--- config.mk ---
export PLATFORM = sky130hd
export DESIGN_NAME = dma_addr_seq
export DESIGN_NICKNAME = d
export VERILOG_FILES = /design/src/rtl/dma_seq_pkg.sv /design/src/rtl/dma_seq_delta.sv /design/src/rtl/dma_seq_count.sv /design/src/rtl/dma_seq_data.sv /design/src/rtl/dma_addr_seq.sv
export SDC_FILE = /design/constraint.sdc
export NUM_CORES = 1
export LEC_CHECK = 0
export ABC_AREA = 0
export CAP_MARGIN = 0
export CORE_UTILIZATION = 66
export DETAILED_ROUTE_END_ITERATION = 16
export DONT_BUFFER_PORTS = 1
export GPL_TIMING_DRIVEN = 1
export PLACE_DENSITY = 0.83
export SYNTH_ARGS = -nofsm -noshare
export SYNTH_HDL_FRONTEND = slang
export SYNTH_SLANG_ARGS = --single-unit
--- constraint.sdc ---
create_clock -name clk -period 8.05 [get_ports clk]
set_input_delay 0.805 -clock clk [delete_from_list [all_inputs] [get_ports clk]]
set_output_delay 0.805 -clock clk [all_outputs]
set_load 0.03 [all_outputs]
--- src/rtl/dma_seq_pkg.sv ---
package dma_seq_pkg;
   typedef enum logic [1:0] {
      AM_CONST   = 2'd0,
      AM_POSTINC = 2'd1,
      AM_SINGLE  = 2'd2,
      AM_DOUBLE  = 2'd3
   } addr_mode_e;
endpackage

--- src/rtl/dma_seq_delta.sv ---
module dma_seq_delta
   import dma_seq_pkg::*;
#(
   parameter int AW = 32,
   parameter int IW = 16
) (
   input  logic [1:0]    mode,
   input  logic [1:0]    size_code,
   input  logic [IW-1:0] eidx,
   input  logic [IW-1:0] fidx,
   output logic [AW-1:0] edelta,
   output logic [AW-1:0] fdelta
);
   logic [AW-1:0] size_b, e_ext, f_ext;

   always_comb begin
      size_b = AW'(1) << size_code;
      e_ext  = AW'($signed(eidx));
      f_ext  = AW'($signed(fidx));
      edelta = '0;
      fdelta = '0;
      case (addr_mode_e'(mode))
         AM_CONST:   edelta = '0;
         AM_POSTINC: edelta = size_b;
         AM_SINGLE:  edelta = size_b + e_ext - AW'(1);
         AM_DOUBLE: begin
            edelta = size_b + e_ext - AW'(1);
            fdelta = f_ext - e_ext;
         end
         default: edelta = '0;
      endcase
   end
endmodule

--- src/rtl/dma_seq_count.sv ---
module dma_seq_count #(
   parameter int CW = 16
) (
   input  logic          clk,
   input  logic          rst_n,
   input  logic          clr,
   input  logic          step,
   input  logic [CW-1:0] elems,
   input  logic [CW-1:0] frames,
   output logic          ev_half,
   output logic          ev_last,
   output logic          ev_frame,
   output logic          ev_block
);
   logic [CW-1:0] elem_q, frame_q, elem_nx;
   logic          frame_end, final_frame;

   assign elem_nx     = elem_q + CW'(1);
   assign frame_end   = (elem_nx == elems);
   assign final_frame = (frame_q == frames - CW'(1));
   assign ev_half     = step && (elem_nx == (elems >> 1));
   assign ev_last     = step && (elem_nx == CW'(1)) && final_frame;
   assign ev_frame    = step && frame_end;
   assign ev_block    = ev_frame && final_frame;

   always_ff @(posedge clk or negedge rst_n) begin
      if (!rst_n) begin
         elem_q  <= '0;
         frame_q <= '0;
      end else if (clr) begin
         elem_q  <= '0;
         frame_q <= '0;
      end else if (step) begin
         if (frame_end) begin
            elem_q  <= '0;
            frame_q <= final_frame ? '0 : frame_q + CW'(1);
         end else begin
            elem_q <= elem_nx;
         end
      end
   end
endmodule

--- src/rtl/dma_seq_data.sv ---
module dma_seq_data #(
   parameter int DW = 32
) (
   input  logic          step,
   input  logic          fill_en,
   input  logic          transp_en,
   input  logic [DW-1:0] color,
   input  logic [DW-1:0] data_in,
   output logic [DW-1:0] data_out,
   output logic          wr_en
);
   assign data_out = fill_en ? color : data_in;
   assign wr_en    = step && !(transp_en && (data_out == color));
endmodule

--- src/rtl/dma_addr_seq.sv ---
module dma_addr_seq #(
   parameter int AW = 32,
   parameter int CW = 16,
   parameter int IW = 16,
   parameter int DW = 32,
   parameter int LW = 4
) (
   input  logic          clk,
   input  logic          rst_n,
   input  logic [AW-1:0] cfg_src_base,
   input  logic [AW-1:0] cfg_dst_base,
   input  logic [CW-1:0] cfg_elem_cnt,
   input  logic [CW-1:0] cfg_frame_cnt,
   input  logic [IW-1:0] cfg_src_eidx,
   input  logic [IW-1:0] cfg_src_fidx,
   input  logic [IW-1:0] cfg_dst_eidx,
   input  logic [IW-1:0] cfg_dst_fidx,
   input  logic [1:0]    cfg_size_code,
   input  logic [1:0]    cfg_src_mode,
   input  logic [1:0]    cfg_dst_mode,
   input  logic          cfg_legacy,
   input  logic          cfg_fill_en,
   input  logic          cfg_transp_en,
   input  logic [DW-1:0] cfg_color,
   input  logic          cfg_auto_init,
   input  logic          cfg_repeat,
   input  logic          cfg_end_prog,
   input  logic          cfg_link_en,
   input  logic [LW-1:0] cfg_link_ch,
   input  logic          start,
   input  logic          advance,
   input  logic [DW-1:0] data_in,
   output logic          busy,
   output logic          waiting,
   output logic [AW-1:0] src_addr,
   output logic [AW-1:0] dst_addr,
   output logic [DW-1:0] data_out,
   output logic          wr_en,
   output logic          ev_half,
   output logic          ev_last,
   output logic          ev_frame,
   output logic          ev_block,
   output logic          link_req,
   output logic [LW-1:0] link_ch,
   output logic          load_err
);
   localparam int NSIDE = 2;

   if (AW < IW) begin : g_chk_aw
      $error("address width must cover the index width");
   end
   if (CW < 2) begin : g_chk_cw
      $error("count width too small");
   end
   if (LW < 1 || DW < 8) begin : g_chk_misc
      $error("link or data width too small");
   end

   logic [1:0]    side_mode [NSIDE];
   logic [IW-1:0] side_eidx [NSIDE];
   logic [IW-1:0] side_fidx [NSIDE];
   logic [AW-1:0] ed_c [NSIDE], fd_c [NSIDE];
   logic [AW-1:0] ed_q [NSIDE], fd_q [NSIDE], addr_q [NSIDE];
   logic [CW-1:0] elems_q, frames_q;
   logic          busy_q, wait_q;

   assign side_mode[0] = cfg_src_mode;
   assign side_mode[1] = cfg_dst_mode;
   assign side_eidx[0] = cfg_src_eidx;
   assign side_fidx[0] = cfg_src_fidx;
   assign side_eidx[1] = cfg_legacy ? cfg_src_eidx : cfg_dst_eidx;
   assign side_fidx[1] = cfg_legacy ? cfg_src_fidx : cfg_dst_fidx;

   for (genvar s = 0; s < NSIDE; s++) begin : g_side
      dma_seq_delta #(.AW(AW), .IW(IW)) u_delta (
         .mode     (side_mode[s]),
         .size_code(cfg_size_code),
         .eidx     (side_eidx[s]),
         .fidx     (side_fidx[s]),
         .edelta   (ed_c[s]),
         .fdelta   (fd_c[s])
      );
   end

   logic step, cfg_bad, reload_blk, load_req, load_ok;

   assign step       = advance && busy_q;
   assign cfg_bad    = (cfg_elem_cnt == '0) || (cfg_frame_cnt == '0) || (cfg_size_code == 2'd3);
   assign reload_blk = ev_block && cfg_legacy && cfg_auto_init && (cfg_repeat || cfg_end_prog);
   assign load_req   = (start && !busy_q) || (wait_q && cfg_end_prog) || reload_blk;
   assign load_ok    = load_req && !cfg_bad;
   assign load_err   = load_req && cfg_bad;

   dma_seq_count #(.CW(CW)) u_count (
      .clk     (clk),
      .rst_n   (rst_n),
      .clr     (load_req),
      .step    (step),
      .elems   (elems_q),
      .frames  (frames_q),
      .ev_half (ev_half),
      .ev_last (ev_last),
      .ev_frame(ev_frame),
      .ev_block(ev_block)
   );

   dma_seq_data #(.DW(DW)) u_data (
      .step     (step),
      .fill_en  (cfg_fill_en),
      .transp_en(cfg_transp_en),
      .color    (cfg_color),
      .data_in  (data_in),
      .data_out (data_out),
      .wr_en    (wr_en)
   );

   always_ff @(posedge clk or negedge rst_n) begin
      if (!rst_n) begin
         busy_q   <= 1'b0;
         wait_q   <= 1'b0;
         elems_q  <= '0;
         frames_q <= '0;
         for (int i = 0; i < NSIDE; i++) begin
            addr_q[i] <= '0;
            ed_q[i]   <= '0;
            fd_q[i]   <= '0;
         end
      end else if (load_ok) begin
         busy_q    <= 1'b1;
         wait_q    <= 1'b0;
         elems_q   <= cfg_elem_cnt;
         frames_q  <= cfg_frame_cnt;
         addr_q[0] <= cfg_src_base;
         addr_q[1] <= cfg_dst_base;
         for (int i = 0; i < NSIDE; i++) begin
            ed_q[i] <= ed_c[i];
            fd_q[i] <= fd_c[i];
         end
      end else if (load_err) begin
         busy_q <= 1'b0;
         wait_q <= 1'b0;
      end else if (step) begin
         for (int i = 0; i < NSIDE; i++)
            addr_q[i] <= addr_q[i] + ed_q[i] + (ev_frame ? fd_q[i] : '0);
         if (ev_block) begin
            busy_q <= 1'b0;
            wait_q <= cfg_legacy && cfg_auto_init;
         end
      end
   end

   assign busy     = busy_q;
   assign waiting  = wait_q;
   assign src_addr = addr_q[0];
   assign dst_addr = addr_q[1];
   assign link_req = ev_block && !cfg_legacy && cfg_link_en;
   assign link_ch  = cfg_link_ch;
endmodule

==> results of run 1 <==
-- registers in the layout, summed over array words and instances (netlist names) --
register / flops
elems_q: 16
ed_q: 60
waiting: 1
busy: 1
u_count.frame_q: 16
dst_addr: 32
u_count.elem_q: 16
src_addr: 32
frames_q: 16
fd_q: 34
-- power groups by stage --
stage	logic (uW)	clock network (uW)	registers (uW)
floorplan	3190	0	2280
global placement	3810	0	2500
detailed placement	3930	0	2520
CTS	3990	1290	2500
global route	4470	1330	2570
finish	4040	1280	2500
-- stage by stage --
stage                     util [%]  total power, uW  hold WS, ps  cells
after global routing          71.2             8370          377   2459
after detailed placement      68.0             6440          460   2413
final                         71.3             7820          329   2461
after global placement        68.0             6310          461   2413
after floorplan                  -             5460          435   2105
after CTS                     71.2             7780          369   2459
-- routing by layer --
layer / vias up / share of wire [%] / track usage [%]
met3: 129 / 7.3 / 6.01
met4: 0 / 3.3 / 12.4
li1: 7487 / - / -
met5: - / 0 / 0
met1: 8042 / 41 / 47.2
met2: 704 / 48 / 60.0
-- layout make-up --
class	instances	area [sq um]
clock buffers	39	791
flip-flops and latches	224	5610
multi-input cells	1652	12900
repair buffers	13	118
well taps	384	480
inverters	141	529
clock inverters	6	130
diodes	2	5.00
fillers	2151	8270
-- path summary, 6_finish.rpt --
path | slack (ps) | from | endpoint
setup / recovery | 590 | u_count.elem_q[4]$_DFFE_PN0P_ | dst_addr[31]$_DFFE_PN0P_
hold / removal | 330 | rst_n | dst_addr[28]$_DFFE_PN0P_
setup reg to reg | 590 | u_count.elem_q[4]$_DFFE_PN0P_ | dst_addr[31]$_DFFE_PN0P_
hold reg to reg | 480 | ed_q[62]$_DFFE_PN0P_ | ed_q[62]$_DFFE_PN0P_
max in group asynchronous | 6770 | rst_n | elems_q[14]$_DFFE_PN0P_
min in group clk | 380 | cfg_src_base[23] | src_addr[23]$_DFFE_PN0P_
-- synthesized netlist by cell type, types with 6 or more instances --
| library cell | instances |
|---|---|
| a211o_1 | 7 |
| a211oi_1 | 24 |
| a21o_1 | 76 |
| a21oi_1 | 119 |
| a221oi_1 | 7 |
| a22o_1 | 36 |
| a22oi_1 | 6 |
| a31oi_1 | 16 |
| a41oi_1 | 10 |
| and2_1 | 40 |
| and3_1 | 17 |
| buf_2 | 29 |
| buf_4 | 15 |
| clkbuf_1 | 37 |
| dfrtp_1 | 224 |
| fa_1 | 70 |
| ha_1 | 134 |
| inv_1 | 138 |
| mux2_2 | 69 |
| mux2i_1 | 69 |
| nand2_1 | 184 |
| nand2b_1 | 22 |
| nand3_1 | 33 |
| nand4_1 | 21 |
| nor2_1 | 79 |
| nor2b_1 | 20 |
| nor3_1 | 44 |
| nor4_1 | 23 |
| o211ai_1 | 7 |
| o21a_1 | 19 |
| o21ai_0 | 143 |
| o21bai_1 | 21 |
| o22ai_1 | 11 |
| o31ai_1 | 23 |
| or2_2 | 7 |
| or3_1 | 17 |
| xnor2_1 | 110 |
| xor2_1 | 71 |
-- cells by family (layout without fill, tap and decap cells) --
kind of cell	after synthesis	count (layout)	synth area share, %
compound gates	581	581	20.0
simple gates	548	548	14.5
buf+inv	229	199	4.99
flops	224	224	28.9
fa+ha+maj	204	204	15.9
xor+xnor	181	181	8.17
mux	138	138	7.57
other cells	0	2	0
-- critical path, cell delays in order, from the launching register on --
cell	delay, ps
dfrtp_1	610
nand4_4	330
nor4_1	720
xnor2_1	190
o21ai_0	90
or4b_4	580
nor3_4	400
nand2_2	150
inv_2	210
buf_4	400
nand2_1	130
fa_1	370
inv_1	60
ha_1	200
fa_1	250
a211oi_1	90
o21ai_0	350
o311ai_0	180
buf_4	190
a31oi_1	330
o211ai_1	210
a311oi_1	510
a221oi_1	190
xnor2_1	230
mux2i_1	100
a221o_1	260
==> impl_metrics.env, run 1 <==
export IMPL_syn_cell_area_sq_um=19400
export IMPL_vias=16400
export IMPL_hold_viol=0
export IMPL_placementRows=62
export IMPL_path_max_fanout=29
export IMPL_fmax_mhz=134
export IMPL_die_w_um=173
export IMPL_final_common_cell="dfrtp_1"
export IMPL_syn2layout_area_growth_pct=5.75
export IMPL_start_util_pct=67.4
export IMPL_synth_top_cell_area_share_pct=28.9
export IMPL_grt_pass1_wl_mm=86.5
export IMPL_placed_cell_area_sq_um=19600
export IMPL_hold_buffers=1
export IMPL_post_cts_buffers=0
export IMPL_drive_gt1_share_pct=7.71
export IMPL_clock_latency_ps=540
export IMPL_worst_setup_path_type="flop to flop"
export IMPL_drcViolationCount=0
export IMPL_finalWorstSetupSlack_ps=589
export IMPL_grt_start_max_net_pins=225
export IMPL_clockPowerShare_pct=16.4
export IMPL_fin_nets=2507
export IMPL_synth_edf_count=0
export IMPL_p_switching_uw=3660
export IMPL_yosys_most_used_dff="dfrtp_1"
export IMPL_outcome="finished, final reports clean"
export IMPL_layout_common_cells="224 x dfrtp_1, 184 x nand2_1, 143 x o21ai_0, 138 x inv_1, 134 x ha_1"
export IMPL_synth_cell_types=94
export IMPL_ir_worst_vdd_v=0.000219
export IMPL_cp_arrival_ps=7870
export IMPL_period_minus_slack_ps=7460
export IMPL_p_int_uw=4160
export IMPL_maxCapViolations=0
export IMPL_wire_per_inst_um=22.1
export IMPL_clk_path_buf_depth=3
export IMPL_cts_tree="done"
export IMPL_yosysSeqAreaShare_pct=28.9
export IMPL_cts_sink_count=224
export IMPL_finalMaxSlewViolations=0
export IMPL_globalRouteOverflowTotal=0
export IMPL_coreArea_sq_um=28800
export IMPL_p_seq_share_pct=32.0
export IMPL_synthCells=2105
export IMPL_gp_congestion=0.949
export IMPL_syn_area_per_cell_sq_um=9.21
export IMPL_cp_required_ps=8460
export IMPL_dp_hpwl_mm=42.5
export IMPL_setup_viol=0
export IMPL_startpoint_type="flop"
export IMPL_cp_end_kind="flop"
export IMPL_yosys_warnings=0
export IMPL_comb_power_share_pct=51.7
export IMPL_grt_pass1_vias=16300
export IMPL_fp_dieH_um=173
export IMPL_rsz0062_at_grt="no"
export IMPL_synthArstFlopShare_pct=100
export IMPL_ios=354
export IMPL_ctsResizeCount=0
export IMPL_fin_crit_sh_pct=92.7
export IMPL_synthesis_nets=2554
export IMPL_antenna_found_initial=1
export IMPL_r2r_cells=25
export IMPL_cts_reportedPaths_clkPinSlew_ps=60
export IMPL_drtIter0Drc=1394
export IMPL_finClkSkew_ps=14.7
export IMPL_io_buffers=0
export IMPL_synth_area_leader_cell="dfrtp_1"
export IMPL_cts_buffers=26
export IMPL_dpl_worst_slack_ps=685
export IMPL_design_area_sq_um=20500
export IMPL_drt_first_pass_iters=5
export IMPL_ys_ff_latch=224
export IMPL_cts_htree_levels=1
export IMPL_p_per_area_nw_per_um2=381
export IMPL_cts_root_buf="clkbuf_16"
export IMPL_synthTopCellsByArea="dfrtp_1 29%, ha_1 8.6%, fa_1 7.2%"
export IMPL_routed_wirelength_mm=54.5
export IMPL_p_sw_share_pct=46.8
export IMPL_leakage_uw=0.00956
export IMPL_antenna_left=0
export IMPL_die_area_sq_um=30100
export IMPL_hold_class="input pin to async pin"
export IMPL_worst_slew_pin_slew_ps=1210
export IMPL_setup_tns_ps=0
export IMPL_vias_per_cell=6.65
export IMPL_grt_usage_pct=35.9
export IMPL_maxSlewHeadroom_pct=19.3
Power figures use the tool's default switching activity.
==> inputs of run 2 (changes only) <==
Settings changed: CAP_MARGIN 0 to not set, CORE_UTILIZATION 66 to 60, PLACE_DENSITY 0.83 to 0.8.
Clock period 8.05 ns to 6.52 ns, I/O delays scaled along.
==> run 2 against run 1 <==
Register-to-register slack worse by 280 ps. Via count is 1.5% lower. Wire length hardly changed. Critical endpoint is now src_addr[30]$_DFFE_PN0P_. Hold slack worse by 270 ps. Largest power group unchanged. Largest cell class unchanged. Total power is 23% higher. Clock power is 14% higher. First-iteration DRC count is 10% lower. Critical path type unchanged. Global-route usage is 3.0 points lower. Non-clock buffer count is 26 higher. Cell area is 1.0% higher.
==> impl_metrics.env, run 2 (synthesis gave the netlist of run 1 again) <==
export IMPL_cp_cell_sequence="inv_1 -> ha_1 -> xor2_1 -> nor4_1 -> nand4_1 -> or4b_4 -> nor3_4 -> nand2_2 -> inv_2 -> buf_4 -> and2_1 -> fa_1 -> ha_1 -> a21o_1 -> a211oi_1 -> o211a_1 -> nor3_1 -> or4_1 -> a31oi_1 -> o21ai_0 -> o21ai_0 -> xnor2_1 -> a221o_1"
export IMPL_worst_setup_path_type="flop to flop"
export IMPL_antenna_left=0
export IMPL_vias=16100
export IMPL_finalMaxSlewViolations=0
export IMPL_r2r_end="src_addr[30]$_DFFE_PN0P_"
export IMPL_ir_worst_vdd_v=0.000251
export IMPL_cts_buffers=27
export IMPL_fin_nets=2534
export IMPL_cts_htree_levels=1
export IMPL_cts_reportedPaths_clkPinSlew_ps=60
export IMPL_setup_viol=0
export IMPL_gp_congestion=0.970
export IMPL_fin_crit_sh_pct=95.3
export IMPL_coreArea_sq_um=31700
export IMPL_use_met2_pct=51.5
export IMPL_globalRouteOverflowTotal=0
export IMPL_dp_hpwl_mm=42.8
export IMPL_period_minus_slack_ps=6210
export IMPL_grt_pass1_wl_mm=86.1
export IMPL_worst_slew_pin_slew_ps=1390
export IMPL_placementRows=65
export IMPL_grtUsageMet3_pct=5.72
export IMPL_hold_class="input pin to async pin"
export IMPL_antenna_found_initial=2
export IMPL_maxCapViolations=0
export IMPL_setup_tns_ps=0
export IMPL_busiest_layer="met2"
export IMPL_grt_start_max_net_pins=225
export IMPL_crit_start="u_count.elem_q[0]$_DFFE_PN0P_"
export IMPL_cp_slowest_stage_delay_ps=580
export IMPL_drt_first_pass_iters=5
export IMPL_crit_path_top_delay_cell="or4_1"
export IMPL_cts_sink_count=224
export IMPL_leakage_uw=0.00965
export IMPL_io_buffers=0
export IMPL_regMostFlops="ed_q"
export IMPL_final_common_cell="dfrtp_1"
export IMPL_cp_end_kind="flop"
export IMPL_grt_pass1_vias=15900
export IMPL_path_max_fanout=21
export IMPL_maxSlewHeadroom_pct=7.13
export IMPL_die_w_um=182
export IMPL_wire_per_inst_um=21.7
export IMPL_p_per_area_nw_per_um2=462
export IMPL_reg_largest_list="ed_q: 60 flops, fd_q: 34 flops"
export IMPL_drcViolationCount=0
export IMPL_cts_root_buf="clkbuf_16"
export IMPL_cp_endpoint="src_addr[30]$_DFFE_PN0P_"
export IMPL_vias_per_cell=6.43
export IMPL_fmax_mhz=161
export IMPL_die_area_sq_um=33000
export IMPL_routed_wirelength_mm=54.5
export IMPL_outcome="finished, final reports clean"
export IMPL_cp_required_ps=6940
export IMPL_hold_viol=0
export IMPL_cts_tree="done"
export IMPL_start_util_pct=61.1
export IMPL_drtIter0Drc=1248
export IMPL_syn2layout_area_growth_pct=6.85
export IMPL_cp_arrival_ps=6630
export IMPL_drive_gt1_share_pct=9.51
export IMPL_grtUsageMet1_pct=45.9
export IMPL_rsz0062_at_grt="no"
export IMPL_power_uw=9580
export IMPL_r2r_cells=23
export IMPL_ios=354
export IMPL_clk_path_buf_depth=3
export IMPL_fp_dieH_um=182
export IMPL_reg2reg_slack_ps=310
export IMPL_layout_common_cells="219 x dfrtp_1, 184 x nand2_1, 143 x o21ai_0, 137 x inv_1, 134 x ha_1"
export IMPL_startpoint_type="flop"
export IMPL_finClkSkew_ps=9.34
export IMPL_timing_rr_start="u_count.elem_q[0]$_DFFE_PN0P_"
export IMPL_largest_reg_flops=60
export IMPL_grt_usage_pct=32.8
export IMPL_clock_latency_ps=540
run 2: where the power goes:
| part | total [uW] | internal (uW) | switching, uW |
|---|---|---|---|
| Sequential | 3080 | 1940 | 1140 |
| Clock | 1460 | 860 | 596 |
| Combinational | 5040 | 2260 | 2790 |
| Total | 9580 | 5060 | 4520 |
run 2: area by class of cell:
class,instances,area (sq um)
antenna,3,7.51
clock buffer,39,781
clock inverter,7,60.1
fill,2640,11000
inverter,141,533
multi-input combinational,1652,12900
sequential,224,5610
tap,402,503
timing repair buffer,39,325
run 2: through the flow:
| stage | instance area [sq um] | cells | util (%) | worst slack, ps | hold slack (ps) |
|---|---|---|---|---|---|
| detailed placement | 19800 | 2455 | 62.3 | 30.6 | 368 |
| CTS | 20600 | 2502 | 65.1 | 123 | 214 |
| global placement | 19800 | 2455 | 62.3 | 210 | 368 |
| finish | 20700 | 2507 | 65.3 | 307 | 56.9 |
| floorplan | 19400 | 2105 | - | 303 | 356 |
| global route | 20700 | 2505 | 65.3 | 14.3 | 208 |
run 2: worst min-delay path by stage:
stage / cells after the start / startpoint / slack (ps) / end
floorplan: 0 / rst_n / 360 / busy$_DFFE_PN0P_
global placement: 0 / rst_n / 370 / dst_addr[28]$_DFFE_PN0P_
detailed placement: 0 / rst_n / 370 / dst_addr[28]$_DFFE_PN0P_
CTS: 1 / cfg_src_base[0] / 210 / src_addr[0]$_DFFE_PN0P_
global route: 1 / cfg_src_base[0] / 210 / src_addr[0]$_DFFE_PN0P_
finish: 1 / rst_n / 60 / dst_addr[28]$_DFFE_PN0P_
run 2: timing repair:
action | CTS | global route
resized for setup | 1 | 15
hold buffers | 1 | 0
pin swaps | 0 | 2
endpoints found under the hold margin | 224 | 0
setup buffers | 0 | 2
setup endpoints to repair | 1 | 11
run 2: worst max-delay path: cells and delay by family (launching register included):
kind | cells | cell delay [ps]
AND/OR/NAND/NOR | 8 | 2130
AO/OA/AOI/OAI | 7 | 1650
adder cells (fa/ha/maj) | 3 | 1140
buffers and inverters | 3 | 440
flip-flops | 1 | 430
XOR/XNOR | 2 | 250
run 2: routing by layer:
metal  vias up  wire length [um]
li1       7512                 -
met1      7908             23700
met2       572             24700
met3       123              4090
met4         2              1890
met5         -                 9
